<file path="src/rtl/flow_pkg.sv">
package flow_pkg;
  localparam int FIFO_DEPTH_DEF = 128;
  localparam int CHAR_W_DEF     = 8;

  typedef struct packed {
    logic throttled;
    logic xoff_sent;
    logic remote_paused;
    logic hw_stall;
  } flow_status_t;
endpackage

</file>
<file path="src/rtl/flow_sync.sv">
module flow_sync #(
  parameter int W      = 1,
  parameter int STAGES = 2
) (
  input  logic         clk,
  input  logic         rst_n,
  input  logic [W-1:0] d,
  output logic [W-1:0] q
);
  logic [W-1:0] stg [STAGES];

  generate
    for (genvar i = 0; i < STAGES; i++) begin : g_stage
      if (i == 0) begin : g_first
        always_ff @(posedge clk or negedge rst_n)
          if (!rst_n) stg[0] <= '0;
          else        stg[0] <= d;
      end else begin : g_next
        always_ff @(posedge clk or negedge rst_n)
          if (!rst_n) stg[i] <= '0;
          else        stg[i] <= stg[i-1];
      end
    end
  endgenerate

  assign q = stg[STAGES-1];
endmodule

</file>
<file path="src/rtl/flow_level_watch.sv">
module flow_level_watch #(
  parameter int LVL_W = 8
) (
  input  logic             clk,
  input  logic             rst_n,
  input  logic [LVL_W-1:0] level,
  input  logic [LVL_W-1:0] hi_level,
  input  logic [LVL_W-1:0] lo_level,
  output logic             throttled
);
  logic at_hi, at_lo;

  assign at_hi = (level >= hi_level);
  assign at_lo = (level <= lo_level);

  always_ff @(posedge clk or negedge rst_n) begin
    if (!rst_n)     throttled <= 1'b0;
    else if (at_hi) throttled <= 1'b1;
    else if (at_lo) throttled <= 1'b0;
  end
endmodule

</file>
<file path="src/rtl/flow_rx_filter.sv">
module flow_rx_filter #(
  parameter int CHAR_W = 8
) (
  input  logic              clk,
  input  logic              rst_n,
  input  logic              enable,
  input  logic [CHAR_W-1:0] xon_char,
  input  logic [CHAR_W-1:0] xoff_char,
  input  logic              in_valid,
  input  logic [CHAR_W-1:0] in_data,
  output logic              in_ready,
  output logic              out_valid,
  output logic [CHAR_W-1:0] out_data,
  input  logic              out_ready,
  output logic              paused
);
  logic is_xoff, is_xon, consume;

  assign is_xoff  = (in_data == xoff_char);
  assign is_xon   = (in_data == xon_char);
  assign consume  = enable && (is_xoff || is_xon);

  assign out_valid = in_valid && !consume;
  assign out_data  = in_data;
  assign in_ready  = consume || out_ready;

  always_ff @(posedge clk or negedge rst_n) begin
    if (!rst_n)                   paused <= 1'b0;
    else if (!enable)             paused <= 1'b0;
    else if (in_valid && consume) paused <= is_xoff;
  end
endmodule

</file>
<file path="src/rtl/flow_tx_insert.sv">
module flow_tx_insert #(
  parameter int CHAR_W = 8
) (
  input  logic              clk,
  input  logic              rst_n,
  input  logic              enable,
  input  logic              throttled,
  input  logic [CHAR_W-1:0] xon_char,
  input  logic [CHAR_W-1:0] xoff_char,
  output logic              ins_valid,
  output logic [CHAR_W-1:0] ins_data,
  input  logic              ins_ready,
  output logic              xoff_sent
);
  assign ins_valid = enable && (throttled != xoff_sent);
  assign ins_data  = throttled ? xoff_char : xon_char;

  always_ff @(posedge clk or negedge rst_n) begin
    if (!rst_n)                      xoff_sent <= 1'b0;
    else if (!enable)                xoff_sent <= 1'b0;
    else if (ins_valid && ins_ready) xoff_sent <= throttled;
  end
endmodule

</file>
<file path="src/rtl/uart_flow_ctrl.sv">
module uart_flow_ctrl #(
  parameter int FIFO_DEPTH  = flow_pkg::FIFO_DEPTH_DEF,
  parameter int CHAR_W      = flow_pkg::CHAR_W_DEF,
  parameter int SYNC_STAGES = 2,
  localparam int LVL_W      = $clog2(FIFO_DEPTH + 1)
) (
  input  logic              clk,
  input  logic              rst_n,
  input  logic              cfg_ins_en,
  input  logic              cfg_rxctl_en,
  input  logic              cfg_rts_en,
  input  logic              cfg_dtr_en,
  input  logic              cfg_cts_en,
  input  logic              cfg_dsr_en,
  input  logic [CHAR_W-1:0] cfg_xon_char,
  input  logic [CHAR_W-1:0] cfg_xoff_char,
  input  logic [LVL_W-1:0]  cfg_hi_level,
  input  logic [LVL_W-1:0]  cfg_lo_level,
  input  logic [LVL_W-1:0]  rx_level,
  input  logic              rx_in_valid,
  input  logic [CHAR_W-1:0] rx_in_data,
  output logic              rx_in_ready,
  output logic              rx_out_valid,
  output logic [CHAR_W-1:0] rx_out_data,
  input  logic              rx_out_ready,
  output logic              ins_valid,
  output logic [CHAR_W-1:0] ins_data,
  input  logic              ins_ready,
  output logic              tx_allow,
  input  logic              cts_n,
  input  logic              dsr_n,
  output logic              rts_n,
  output logic              dtr_n,
  output logic              stat_throttled,
  output logic              stat_xoff_sent,
  output logic              stat_remote_paused,
  output logic              stat_hw_stall
);
  import flow_pkg::*;

  flow_status_t st;
  logic [1:0]   modem_raw, modem_sync;

  flow_level_watch #(.LVL_W(LVL_W)) u_level (
    .clk(clk), .rst_n(rst_n), .level(rx_level),
    .hi_level(cfg_hi_level), .lo_level(cfg_lo_level),
    .throttled(st.throttled)
  );

  flow_rx_filter #(.CHAR_W(CHAR_W)) u_rxf (
    .clk(clk), .rst_n(rst_n), .enable(cfg_rxctl_en),
    .xon_char(cfg_xon_char), .xoff_char(cfg_xoff_char),
    .in_valid(rx_in_valid), .in_data(rx_in_data), .in_ready(rx_in_ready),
    .out_valid(rx_out_valid), .out_data(rx_out_data), .out_ready(rx_out_ready),
    .paused(st.remote_paused)
  );

  flow_tx_insert #(.CHAR_W(CHAR_W)) u_ins (
    .clk(clk), .rst_n(rst_n), .enable(cfg_ins_en), .throttled(st.throttled),
    .xon_char(cfg_xon_char), .xoff_char(cfg_xoff_char),
    .ins_valid(ins_valid), .ins_data(ins_data), .ins_ready(ins_ready),
    .xoff_sent(st.xoff_sent)
  );

  assign modem_raw = {dsr_n, cts_n};

  flow_sync #(.W(2), .STAGES(SYNC_STAGES)) u_sync (
    .clk(clk), .rst_n(rst_n), .d(modem_raw), .q(modem_sync)
  );

  assign st.hw_stall = (cfg_cts_en && modem_sync[0]) || (cfg_dsr_en && modem_sync[1]);

  assign tx_allow = !st.hw_stall && !st.remote_paused && !ins_valid;
  assign rts_n    = cfg_rts_en && st.throttled;
  assign dtr_n    = cfg_dtr_en && st.throttled;

  assign stat_throttled     = st.throttled;
  assign stat_xoff_sent     = st.xoff_sent;
  assign stat_remote_paused = st.remote_paused;
  assign stat_hw_stall      = st.hw_stall;
endmodule

</file>
<file path="config.mk">
export PLATFORM = sky130hd
export DESIGN_NAME = uart_flow_ctrl
export DESIGN_NICKNAME = d
export VERILOG_FILES = /design/src/rtl/flow_pkg.sv /design/src/rtl/flow_sync.sv /design/src/rtl/flow_level_watch.sv /design/src/rtl/flow_rx_filter.sv /design/src/rtl/flow_tx_insert.sv /design/src/rtl/uart_flow_ctrl.sv
export SDC_FILE = /design/constraint.sdc
export NUM_CORES = 1
export LEC_CHECK = 0
export BUFFER_PORTS_ARGS = -buffer_cell sky130_fd_sc_hd__buf_2
export CAP_MARGIN = 10
export CORE_ASPECT_RATIO = 1.2
export CORE_UTILIZATION = 25
export DETAILED_ROUTE_END_ITERATION = 16
export PLACE_DENSITY = 0.62
export SLEW_MARGIN = 5
export SYNTH_ARGS = -nofsm -noshare
export SYNTH_HDL_FRONTEND = slang
export SYNTH_SLANG_ARGS = --single-unit
export TNS_END_PERCENT = 5
</file>
<file path="constraint.sdc">
create_clock -name clk -period 1 [get_ports clk]
set_input_delay 0.15 -clock clk [delete_from_list [all_inputs] [get_ports clk]]
set_output_delay 0.15 -clock clk [all_outputs]
set_load 0.02 [all_outputs]
</file>
==> results of run 1 <==
where the power goes:
group / leakage (nW) / switching, mW / internal, mW
Clock: 0.0228 / 0.118 / 0.275
Combinational: 0.813 / 0.433 / 0.477
Sequential: 0.0826 / 0.0166 / 0.306
Total: 0.918 / 0.567 / 1.06
metrics by stage:
| step | cells | setup slack [ns] | setup TNS [ns] | utilization | cell area, um2 |
|---|---|---|---|---|---|
| 2_1_floorplan | 113 | -0.2576 | -2.375 | - | 1030 |
| 3_3_place_gp | 252 | -0.4449 | -3.409 | 0.4190 | 1548 |
| 3_5_place_dp | 252 | -0.4913 | -3.452 | 0.4190 | 1548 |
| 4_1_cts | 258 | -0.4321 | -5.598 | 0.4438 | 1639 |
| 5_1_grt | 259 | -0.4358 | -5.991 | 0.4560 | 1684 |
| 6_report | 259 | -0.3995 | -5.183 | 0.4560 | 1684 |
cells in the mapped netlist:
library cell                count  area [um2]
sky130_fd_sc_hd__a2111oi_0      1       8.760
sky130_fd_sc_hd__nand2_1        3       11.26
sky130_fd_sc_hd__dfrtp_1        7       175.2
sky130_fd_sc_hd__o21ai_1        1       5.000
sky130_fd_sc_hd__buf_4          8       60.06
sky130_fd_sc_hd__a22o_1         1       8.760
sky130_fd_sc_hd__nor3_1         2       10.01
sky130_fd_sc_hd__buf_2          1       5.000
sky130_fd_sc_hd__nand2b_1       2       12.51
sky130_fd_sc_hd__nand3_1        2       10.01
sky130_fd_sc_hd__mux2_2         8       90.09
sky130_fd_sc_hd__nor2b_1        2       12.51
sky130_fd_sc_hd__inv_1         15       56.30
sky130_fd_sc_hd__mux2i_1        1       10.01
sky130_fd_sc_hd__a21o_1         6       45.04
sky130_fd_sc_hd__o21ai_0        1       5.000
sky130_fd_sc_hd__a21oi_1        6       30.03
sky130_fd_sc_hd__nor2_1         1       3.750
sky130_fd_sc_hd__xnor2_1       16       140.1
sky130_fd_sc_hd__ha_1          16       200.2
sky130_fd_sc_hd__a211oi_1       1       7.510
sky130_fd_sc_hd__nand4_1        6       37.54
sky130_fd_sc_hd__xor2_1         1       8.760
sky130_fd_sc_hd__and2_1         4       25.02
sky130_fd_sc_hd__o211ai_1       1       7.510
layout make-up:
cell class	instances	area, um2
Fill cell	377	2009
Multi-Input combinational cell	82	749.5
Timing Repair Buffer	99	585.6
Sequential cell	7	177.7
Tap cell	52	65.06
Inverter	15	61.31
Clock buffer	4	45.04
sequential cells by signal, summed over array words and instances, names as in the netlist:
name / flops
u_ins.xoff_sent: 1
u_rxf.paused: 1
u_sync.stg: 2
u_sync.q: 2
u_level.throttled: 1
worst register-to-register path, cell delays in order (launching register included):
cell	delay, ns
sky130_fd_sc_hd__dfrtp_2	0.43
sky130_fd_sc_hd__buf_4	0.15
sky130_fd_sc_hd__nand2_1	0.05
sky130_fd_sc_hd__a211oi_1	0.06
sky130_fd_sc_hd__a2111oi_2	0.27
sky130_fd_sc_hd__o21ai_1	0.11
placed cells by master (no fill, tap or decap), types with 2 or more instances in the layout:
master and instances:
sky130_fd_sc_hd__a21o_1 6, sky130_fd_sc_hd__a21oi_1 6, sky130_fd_sc_hd__and2_1 3, sky130_fd_sc_hd__buf_2 78
sky130_fd_sc_hd__buf_4 13, sky130_fd_sc_hd__buf_6 6, sky130_fd_sc_hd__clkbuf_8 3, sky130_fd_sc_hd__dfrtp_1 5
sky130_fd_sc_hd__dfrtp_2 2, sky130_fd_sc_hd__ha_1 14, sky130_fd_sc_hd__ha_4 2, sky130_fd_sc_hd__inv_1 13
sky130_fd_sc_hd__mux2_2 8, sky130_fd_sc_hd__nand2_1 3, sky130_fd_sc_hd__nand2b_1 2, sky130_fd_sc_hd__nand3_1 2
sky130_fd_sc_hd__nand4_1 6, sky130_fd_sc_hd__nor2b_1 2, sky130_fd_sc_hd__o21ai_1 2, sky130_fd_sc_hd__xnor2_1 15
repair_timing:
action	4_1_cts	5_1_grt
setup endpoints to repair	18	20
setup buffers	1	1
gates cloned	0	0
pin swaps	2	3
resized for setup	9	13
endpoints found under the hold margin	7	0
hold buffers	1	0
metal layers:
metal / GRT usage / vias up / share of wire
met3: 0.02011 / 2 / 0.10
met5: 0 / - / 0
li1: - / 570 / -
met1: 0.1066 / 494 / 0.36
met2: 0.2597 / 68 / 0.53
met4: 0.05556 / 0 / 0.0081
cell families after synthesis:
group	share of synthesized area
buffers and inverters	0.1231
and+or+nand+nor	0.1244
AOI/OAI and AO/OA	0.1193
xor gates and xnor gates	0.1510
adders and majority gates	0.2030
muxes	0.1015
DFF	0.1777
worst max-delay path by stage:
stage / startpoint / to / slack [ns]
global placement: rx_level[1] / u_level.throttled / -0.44
global route: u_level.throttled / ins_data[3] / -0.44
finish: u_level.throttled / ins_data[3] / -0.40
floorplan: rx_level[1] / u_level.throttled / -0.26
CTS: u_level.throttled / ins_data[5] / -0.43
detailed placement: rx_level[1] / u_level.throttled / -0.49
==> summary by stage, run 1 <==
Global routing
Entering global routing, the biggest net connects 12 pins. The total overflow left after global routing is 0. The initial antenna violation count is 0. The via count of the first global-routing pass came to 1081.

The first global-routing pass estimated 4.015 mm of wire. Across every metal layer, demand over resource in global routing totals 0.1244.

Status
The run finished, with violations left. The final reports fail on setup timing.

Setup path
The depth of the most critical reg-to-reg path is 5. The endpoint identified for the worst register-to-register timing path is u_level.throttled. The number of buffers and inverters on the critical path is 2. The reg-to-reg startpoint is u_level.throttled.

The kind of cell with the highest combined delay along the critical path is flip-flops. On the worst path, the slowest cell contributes a delay of 0.40 ns. At the worst endpoint, the arrival time is 1.25 ns.

The category of the critical setup timing path is flip-flop to output port. The reg-to-reg setup timing slack is -0.20 ns. The worst setup path is captured at an output port. Traced cell by cell, the critical path runs through buf_12 -> mux2_2 -> buf_2.

The cell with the biggest individual delay on the critical path is sky130_fd_sc_hd__dfrtp_2. The critical path depth in cells is 3. Data on the critical path is required at its endpoint by 0.85 ns. The maximum fanout along the worst path is 11. The kind of start point of the critical path is a flip-flop.

STA
For this run, the top clock speed supported by timing is 714.5 MHz. The worst max-slew margin expressed relative to the limit is 0.8143. The worst hold slack after final layout is 0.03107 ns. Subtracting the final worst setup slack from the clock period gives 1.400 ns. The count of final hold-check violations came to 0. For the pin with the worst max-slew slack, the measured transition is 0.2769 ns. Dividing the final minimum period by the clock period gives 1.400. The number of pins with negative max-slew slack in the final report is 0. Across the routed clock network, the largest skew measured is 0.00004789 ns. Setup repair after global routing could not meet its margin everywhere. Setup violations remaining at the end of the flow were counted as 19. The slack of the critical path is -0.3995 ns.

Route
The first TritonRoute pass finished after 2 iterations. Detailed routing inserted a total of 1134 vias. In this run, the number of DRC markers left after iteration 0 of detailed routing was 21. The detail-routed net length per standard cell is 10.53 um. The count of nets left with antenna violations after detail routing is 0. The total wire length is 2.726 mm. For this run, design rule violations remaining after detail routing come to 0. The vias per cell is 4.378.

Clock network
TritonCTS built the clock tree. The clock tree buffer depth is 2. CTS built an H-tree with a depth of 1. The number of clock buffers added by TritonCTS is 3. The master cell of the clock root buffer is sky130_fd_sc_hd__clkbuf_8. The total clock sinks is 7. The later pin in the worst-skew pair is clocked with a latency of 0.22 ns. Clock-pin slew was measured on the worst setup and hold paths at 0.04 ns.

Hold path
The startpoint identified for the worst hold timing path is dsr_n. For hold timing, the worst endpoint is u_sync.stg[3]. The class of the tightest hold or removal check is primary input to flip-flop.

Counting instances, the worst hold path has a depth of 1.

Die
During I/O placement, the number of pins put on the boundary was 87. The floorplan has 24 rows. The die is 70.79 um tall. The core region is 3694 um2. The die covers 4200 um2.

The die is 59.33 um wide. For this configuration, the core starts out at a cell density of 0.2669.

Finish
The ratio of cells with drive above 1 in the final layout is 0.5845. The final net count is 285. The number of inserted diodes is 0. Compared with the post-synthesis result, the final layout area differs by 70.81%.

Placed design
Summed over all nets, the half-perimeter wirelength after detailed placement is 2.348 mm. The number of input and output port buffers inserted is 86. The placer congestion estimate is 0.7243.

Power
IR analysis of the VDD net gives a maximum drop of 0.0003786 V. For this design the static power due to leakage is 0.9183 nW. The total power is 1.626 mW. The power density over the cells is 965.3 nW/um2.

Synth
The Yosys warning count is 0. Synthesis produced a netlist whose cell count is 113. In this run the cell area of the synthesized design comes to 985.9 um2. The unique cell type count in the Yosys netlist is 25. The post-synthesis sequential area ratio is 0.1777.

Counting flops and latches in the post-synthesis netlist gives 7. The number of nets handed over by synthesis was 190. A synthesized cell averages 8.725 um2.

Run
The number of maximum-capacitance constraint violations is 0.
No activity file was read; power rests on OpenSTA's default activity.
==> inputs of run 2 (changes only) <==
Settings changed: CELL_PAD_IN_SITES_DETAIL_PLACEMENT set to 1, CELL_PAD_IN_SITES_GLOBAL_PLACEMENT set to 1, CORE_UTILIZATION 25 to 22, PLACE_DENSITY 0.62 to 0.78.
==> run 2 against run 1 <==
The flow still finishes with violations (setup timing). Non-clock buffer count fell by 2. First-iteration DRC count fell by 14%. Critical path depth did not move. Worst hold slack barely moved. Clock power fell by 2%. Setup slack got worse by 0.028 ns. Global-route usage rose by 0.20 points. Sequential cell count did not move. Maximum frequency fell by 2.0%. Largest cell class unchanged. Highest routed layer unchanged.
==> summary by stage, run 2 (synthesis gave the netlist of run 1 again) <==
Setup path
The kind of start point of the critical path is a flip-flop. The maximum fanout along the worst path is 10 (-1). The worst setup path is captured at an output port. The critical path arrival was 1.28 ns (+0.03 ns).

The reg-to-reg setup timing slack is -0.29 ns (-0.09 ns). The required time of the critical path is 0.85 ns (about the same). The category of the critical setup timing path is flip-flop to output port.

Clock network
The insertion delay of the later-clocked pin in the worst-skew pair came to 0.22 ns (about the same). The clock tree buffer depth is 2 (unchanged). The master cell of the clock root buffer is sky130_fd_sc_hd__clkbuf_8. The total clock sinks is 7 (unchanged). The number of buffers created by CTS was 3 (unchanged). The TritonCTS clock tree is built. The clock transition at the registers of the reported paths was 0.04 ns (about the same).

The depth of the CTS H-tree is 1 (unchanged).

Placed design
The number of cells after detailed placement was 255 (+1.2%). The number of input and output port buffers inserted is 86 (unchanged). The post-placement setup slack is -0.5605 ns (-0.06922 ns).

The placed wire-length estimate after detailed placement is 2.800 mm (+19%). The placer congestion estimate came to 0.7060 (-2.5%).

Power
The total power is 1.613 mW (-0.75%). The worst supply voltage drop on vdd was 0.0006651 V (+76%). The leakage power came to 0.9082 nW (-1.1%). The share of power burned in combinational logic was 0.559 (about the same). The fraction of power spent switching nets is 0.3525 (+0.003788). The fraction of power consumed by the clock network is 0.240 (-0.002). The power share of the sequential group is 0.201 (+0.003). The power density over the cells is 969.5 nW/um2 (+0.44%).

The total internal power is 1.045 mW (-1.3%). The net switching power figure is 0.5688 mW (+0.32%).

STA
The setup skew after layout is 0.00008116 ns (+0.00003327 ns). The slack of the critical path is -0.4277 ns (-0.02818 ns). The worst max-slew margin expressed relative to the limit came to 0.8222 (+0.007858). The count of final hold-check violations was 0 (unchanged). The share of the clock period used by the worst path is 1.428 (+0.02818). The worst-margin pin slew is 0.2662 ns (-0.01063 ns).

Setup repair after global routing could not meet its margin everywhere. The number of pins with negative max-slew slack in the final report is 0 (unchanged). The final setup TNS came to -5.653 ns (-0.4698 ns). The fmax is 700.4 MHz (-2.0%). The minimum clock period after layout is 1.428 ns (+0.02818 ns). The setup violation total in the final timing report is 18 (-1).

Status
The run finished, with violations left. The checks that failed: setup timing.

Global routing
The first-pass GRT wire length is 4.774 mm (+19%). The initial antenna violation count is 0 (unchanged). The aggregate global routing overflow came to 0 (unchanged). The via count of the first global-routing pass is 1150 (+6.4%). The maximum number of pins on one net before global-route repair was 11 (-1).

The global-route usage over all layers is 0.1264 (+0.002027).

Die
The site row count is 26 (+8.3%). The overall die height came to 75.34 um (+6.4%). The area enclosed by the die boundary was 4754 um2 (+13%). The floorplan die width is 63.11 um (+6.4%). The total core area is 4294 um2 (+16%). The boundary pin count is 87 (unchanged). The effective utilization at floorplan came to 0.2296 (-0.03733).

Route
The wire length on met1 is 1.182 mm (+21%). The amount of wire on met2 after detailed routing came to 1.669 mm (+14%). The detailed router's first-iteration violation count is 18 (-14%).

The total wire length came to 3.005 mm (+10%). The detailed-routing iteration count for the pre-antenna-repair pass is 3 (+1). The detail-routed net length per standard cell is 11.51 um (+9.4%). The count of nets left with antenna violations after detail routing came to 0 (unchanged). The vias per cell is 4.310 (-1.6%). The detailed-route DRC error count is 0 (unchanged). The via count of the routed design is 1125 (-0.79%). In this run the top signal layer used is met4.

The met3 routed wirelength is 143 um (-47%).

Finish
The area added between synthesis and finish is 68.78%. The final net count is 283 (-0.70%). The top cell types in the final layout, fill and taps aside, are sky130_fd_sc_hd__buf_2 (78), sky130_fd_sc_hd__xnor2_1 (15), sky130_fd_sc_hd__ha_1 (14), sky130_fd_sc_hd__inv_1 (13), sky130_fd_sc_hd__buf_4 (12).

The leading cell type in the layout, fill and taps excluded is sky130_fd_sc_hd__buf_2. The final cell count without fillers came to 261 (+0.77%). The number of inserted diodes came to 0 (unchanged).

The ratio of cells with drive above 1 in the final layout was 0.5756 (-0.008931).

Run
The number of maximum-capacitance constraint violations came to 0 (unchanged).

Hold path
The min-delay analysis places its worst path in the category primary input to flip-flop.
run 2: changes by cell type in the layout (fill, tap and decap cells not counted), sizes merged:
cell | previous run | this run
buf | 98 | 96
run 2: power groups by stage:
stage	clock, mW	combinational (mW)	sequential [mW]
floorplan	0	0.467	0.339
finish	0.387	0.903	0.324
CTS	0.406	0.905	0.323
global placement	0	0.805	0.325
detailed placement	0	0.827	0.326
global route	0.415	0.984	0.326
run 2: cell type report:
type | instances | area [um2]
fill | 564 | 2630
inverter | 15 | 61.31
timing repair buffer | 97 | 561.8
multi-input combinational | 82 | 749.5
tap | 56 | 70.07
clock buffer | 4 | 45.04
sequential | 7 | 176.4
run 2: final timing paths:
check / cells past startpoint / from / endpoint
min in group asynchronous: 2 / rst_n / u_rxf.paused
worst min register to register: 0 / u_sync.stg[3] / u_sync.q[1]
worst min-delay path: 1 / cts_n / u_sync.stg[2]
max in group asynchronous: 2 / rst_n / u_level.throttled
worst max register to register: 6 / u_level.throttled / u_level.throttled
worst max-delay path: 3 / u_level.throttled / ins_data[2]
run 2: critical path: stages (launching register included):
cell and delay [ns]:
sky130_fd_sc_hd__dfrtp_2 0.40, sky130_fd_sc_hd__buf_8 0.15, sky130_fd_sc_hd__mux2_2 0.34, sky130_fd_sc_hd__buf_4 0.16
run 2: repair_timing:
| action | 4_1_cts | 5_1_grt |
|---|---|---|
| hold buffers | 1 | 0 |
| hold endpoints to repair | 7 | 0 |
| pin swaps | 3 | 1 |
| buffers inserted | 1 | 0 |
| gates resized for setup | 15 | 6 |
| endpoints found under the setup margin | 18 | 20 |
run 2: per-layer routing:
| layer | vias to the layer above | track usage |
|---|---|---|
| met1 | 519 | 0.1430 |
| met5 | - | 0 |
| li1 | 566 | - |
| met2 | 38 | 0.2497 |
| met3 | 2 | 0.01796 |
| met4 | 0 | 0.03101 |
run 2: through the flow:
stage / hold WS [ns] / area [um2] / util
3_3_place_gp: -0.007526 / 1533 / 0.3569
3_5_place_dp: -0.008950 / 1533 / 0.3569
6_report: 0.03082 / 1664 / 0.3875
2_1_floorplan: -0.1456 / 1030 / -
5_1_grt: 0.02215 / 1664 / 0.3875
4_1_cts: 0.02481 / 1648 / 0.3837
==> inputs of run 3 (changes only) <==
Settings changed: REMOVE_ABC_BUFFERS set to 1.
==> run 3 against run 2 <==
The run still ends with setup timing left. Cell count up 1.5%. Clock power increased by 1%. Non-clock buffer count is 4 higher. Setup slack lost 0.00067 ns. Global-route usage increased by 1.4 points. Sequential cell count stayed put. Design area grew 4.8%. Clock-buffer cell count unchanged. Sequential share of layout area decreased by 0.49 points. Clock skew about the same. Routed wire length is 5.5% higher.
==> summary by stage, run 3 (synthesis gave the netlist of run 1 again) <==
Status
The run finished, with violations left. The checks that failed: setup timing.

Finish
The final net count came to 287 (+1.4%). The library cells used most frequently in the layout, excluding fill and tap cells, are sky130_fd_sc_hd__buf_2 (73), sky130_fd_sc_hd__ha_1 (16), sky130_fd_sc_hd__inv_1 (15), sky130_fd_sc_hd__xnor2_1 (14), sky130_fd_sc_hd__buf_6 (14). The leading cell type in the layout, fill and taps excluded is sky130_fd_sc_hd__buf_2. The number of inserted diodes came to 0 (unchanged). The final cell utilization of the core is 0.4062 (+0.01865). The area added between synthesis and finish is 76.90%.

The ratio of cells with drive above 1 in the final layout is 0.5837 (+0.008122). The number of filler instances in the final layout came to 540 (-4.3%).

Route
The detailed-route DRC error count came to 0 (unchanged). The detailed-routing iteration count for the pre-antenna-repair pass is 2 (-1). The detailed router's first-iteration violation count was 12 (-6). The detail-routed net length per standard cell came to 11.97 um (+3.9%). The via count of the routed design was 1172 (+4.2%). The vias per cell is 4.423 (+2.6%). The total wire length came to 3.171 mm (+5.5%). The count of nets left with antenna violations after detail routing is 0 (unchanged).

Hold path
The path class of the tightest hold or removal check is primary input to flip-flop. The worst-case hold path end point is u_sync.stg[3]. The number of cells traversed by the worst hold path was 1 (unchanged). The origin of the worst min-delay path is dsr_n.

Global routing
The first-pass GRT wire length came to 5.195 mm (+8.8%). The via count of the first global-routing pass is 1250 (+8.7%). The aggregate global routing overflow is 0 (unchanged). The global-route usage over all layers is 0.1399 (+0.01357). The initial antenna violation count is 0 (unchanged).

The maximum number of pins on one net before global-route repair came to 8 (-3).

Clock network
The insertion delay of the later-clocked pin in the worst-skew pair is 0.22 ns (about the same). The clock tree buffer depth is 2 (unchanged). The total clock sinks is 7 (unchanged).

The tree is rooted in a sky130_fd_sc_hd__clkbuf_8. The clock transition at the registers of the reported paths was 0.04 ns (about the same). The number of buffers created by CTS is 3 (unchanged).

The depth of the CTS H-tree is 1 (unchanged). The TritonCTS clock tree is built.

Placed design
The placer congestion estimate is 0.7138 (+1.1%). The number of input and output port buffers inserted came to 86 (unchanged). The placed wire-length estimate after detailed placement is 2.727 mm (-2.6%).

Setup path
The worst register-to-register path ends at u_level.throttled. The worst setup path is captured at an output port. The total buffers and inverters traversed by the critical path is 2 (unchanged). The cell with the biggest individual delay on the critical path is sky130_fd_sc_hd__dfrtp_2.

The kind of start point of the critical path is a flip-flop. The stage delay of the slowest cell on the critical path is 0.44 ns (+0.04 ns). The reg-to-reg setup timing slack is -0.35 ns (-0.06 ns). The critical path arrival is 1.28 ns (about the same). The required time of the critical path was 0.85 ns (about the same). The family of cells with the greatest summed delay on the critical path is flip-flops. The critical path goes through buf_6 -> mux2_2 -> buf_2.

In this run the critical register-to-register path is launched from u_level.throttled. The maximum fanout along the worst path is 5 (-5). The category of the critical setup timing path is flip-flop to output port.

The depth of the most critical reg-to-reg path came to 6 (unchanged). The critical path depth in cells was 3 (unchanged).

Power
The leakage power came to 0.9780 nW (+7.7%). The power density over the cells came to 996.9 nW/um2 (+2.8%). The worst supply voltage drop on vdd is 0.0003006 V (-55%).

Die
The overall die height came to 75.34 um (unchanged). The site row count is 26 (unchanged). The floorplan die width was 63.11 um (unchanged). The total core area is 4294 um2 (unchanged).

The area enclosed by the die boundary came to 4754 um2 (unchanged). The effective utilization at floorplan was 0.2296 (unchanged). The boundary pin count came to 87 (unchanged).

STA
The worst max-slew margin expressed relative to the limit came to 0.8310 (+0.008849). The fmax is 700.1 MHz (about the same). The number of pins with negative max-slew slack in the final report is 0 (unchanged). The share of the clock period used by the worst path was 1.428 (about the same). The count of final hold-check violations is 0 (unchanged). The setup violation total in the final timing report was 18 (unchanged). The slack of the critical path is -0.4284 ns (-0.0006660 ns). Setup repair after global routing could not meet its margin everywhere. The minimum clock period after layout was 1.428 ns (+0.0006660 ns). The final setup TNS came to -5.861 ns (-0.2081 ns). The worst-margin pin slew is 0.2530 ns (-0.01325 ns).

The setup skew after layout was 0.0002686 ns (+0.0001874 ns).

Run
The number of maximum-capacitance constraint violations came to 0 (unchanged).
-- run 3: changes by cell type in the layout (fill, tap and decap cells not counted), moves of 2 or more --
cell,before,now
sky130_fd_sc_hd__mux2_4,0,6
sky130_fd_sc_hd__ha_1,14,16
sky130_fd_sc_hd__buf_2,78,73
sky130_fd_sc_hd__mux2_2,8,2
sky130_fd_sc_hd__buf_6,5,14
sky130_fd_sc_hd__inv_1,13,15
sky130_fd_sc_hd__ha_4,2,0
-- run 3: through the flow --
| step | hold WS [ns] | instances | setup WS, ns | cell area, um2 | power, mW |
|---|---|---|---|---|---|
| 3_5_place_dp | -0.006028 | 257 | -0.5891 | 1504 | 1.130 |
| 6_report | 0.03018 | 265 | -0.4284 | 1744 | 1.739 |
| 4_1_cts | 0.02345 | 265 | -0.4439 | 1662 | 1.674 |
| 3_3_place_gp | -0.004730 | 257 | -0.5217 | 1504 | 1.113 |
| 5_1_grt | 0.02547 | 265 | -0.4717 | 1744 | 1.866 |
| 2_1_floorplan | -0.1456 | 104 | -0.7141 | 920.9 | 0.7343 |
-- run 3: report_power, final --
group	total, mW	internal (mW)	leakage (nW)	switching, mW
sequential	0.331	0.306	0.0843	0.0244
combinational	1.02	0.558	0.871	0.458
clock	0.392	0.275	0.0228	0.117
-- run 3: what timing repair did --
| item | in CTS | in global routing |
|---|---|---|
| gates resized for setup | 27 | 21 |
| hold buffers | 1 | 0 |
| endpoints found under the setup margin | 19 | 19 |
| setup buffers | 2 | 0 |
| pin swaps | 6 | 3 |
| cloned | 1 | 0 |
| endpoints found under the hold margin | 7 | 0 |
-- run 3: worst max-delay path by stage --
stage / from / endpoint
detailed placement: cfg_lo_level[1] / u_level.throttled
CTS: u_level.throttled / tx_allow
global placement: cfg_hi_level[5] / u_level.throttled
finish: u_level.throttled / ins_data[0]
global route: u_level.throttled / ins_data[0]
floorplan: u_level.throttled / tx_allow
-- run 3: area by class of cell --
type                       count  area (um2)  share of cell area
tap                           56       70.07             0.04017
multi-input combinational     82       758.2              0.4347
clock buffer                   4       45.04             0.02583
sequential                     7       176.4              0.1011
inverter                      15       56.30             0.03228
timing repair buffer         101       638.1              0.3659
-- run 3: worst reg2reg max path: cells and delay by family (launching register included) --
kind                   cells  cell delay [ns]
DFF                        1             0.45
AOI/OAI and AO/OA          3             0.48
buffers and inverters      2             0.24
and+or+nand+nor            1             0.05
-- run 3: metal layers --
layer / GRT usage / up-vias / share of wire
met5: 0 / - / 0
met4: 0.04134 / 0 / 0.013
met3: 0.04042 / 4 / 0.096
met2: 0.3094 / 67 / 0.57
met1: 0.1184 / 530 / 0.32
li1: - / 571 / -
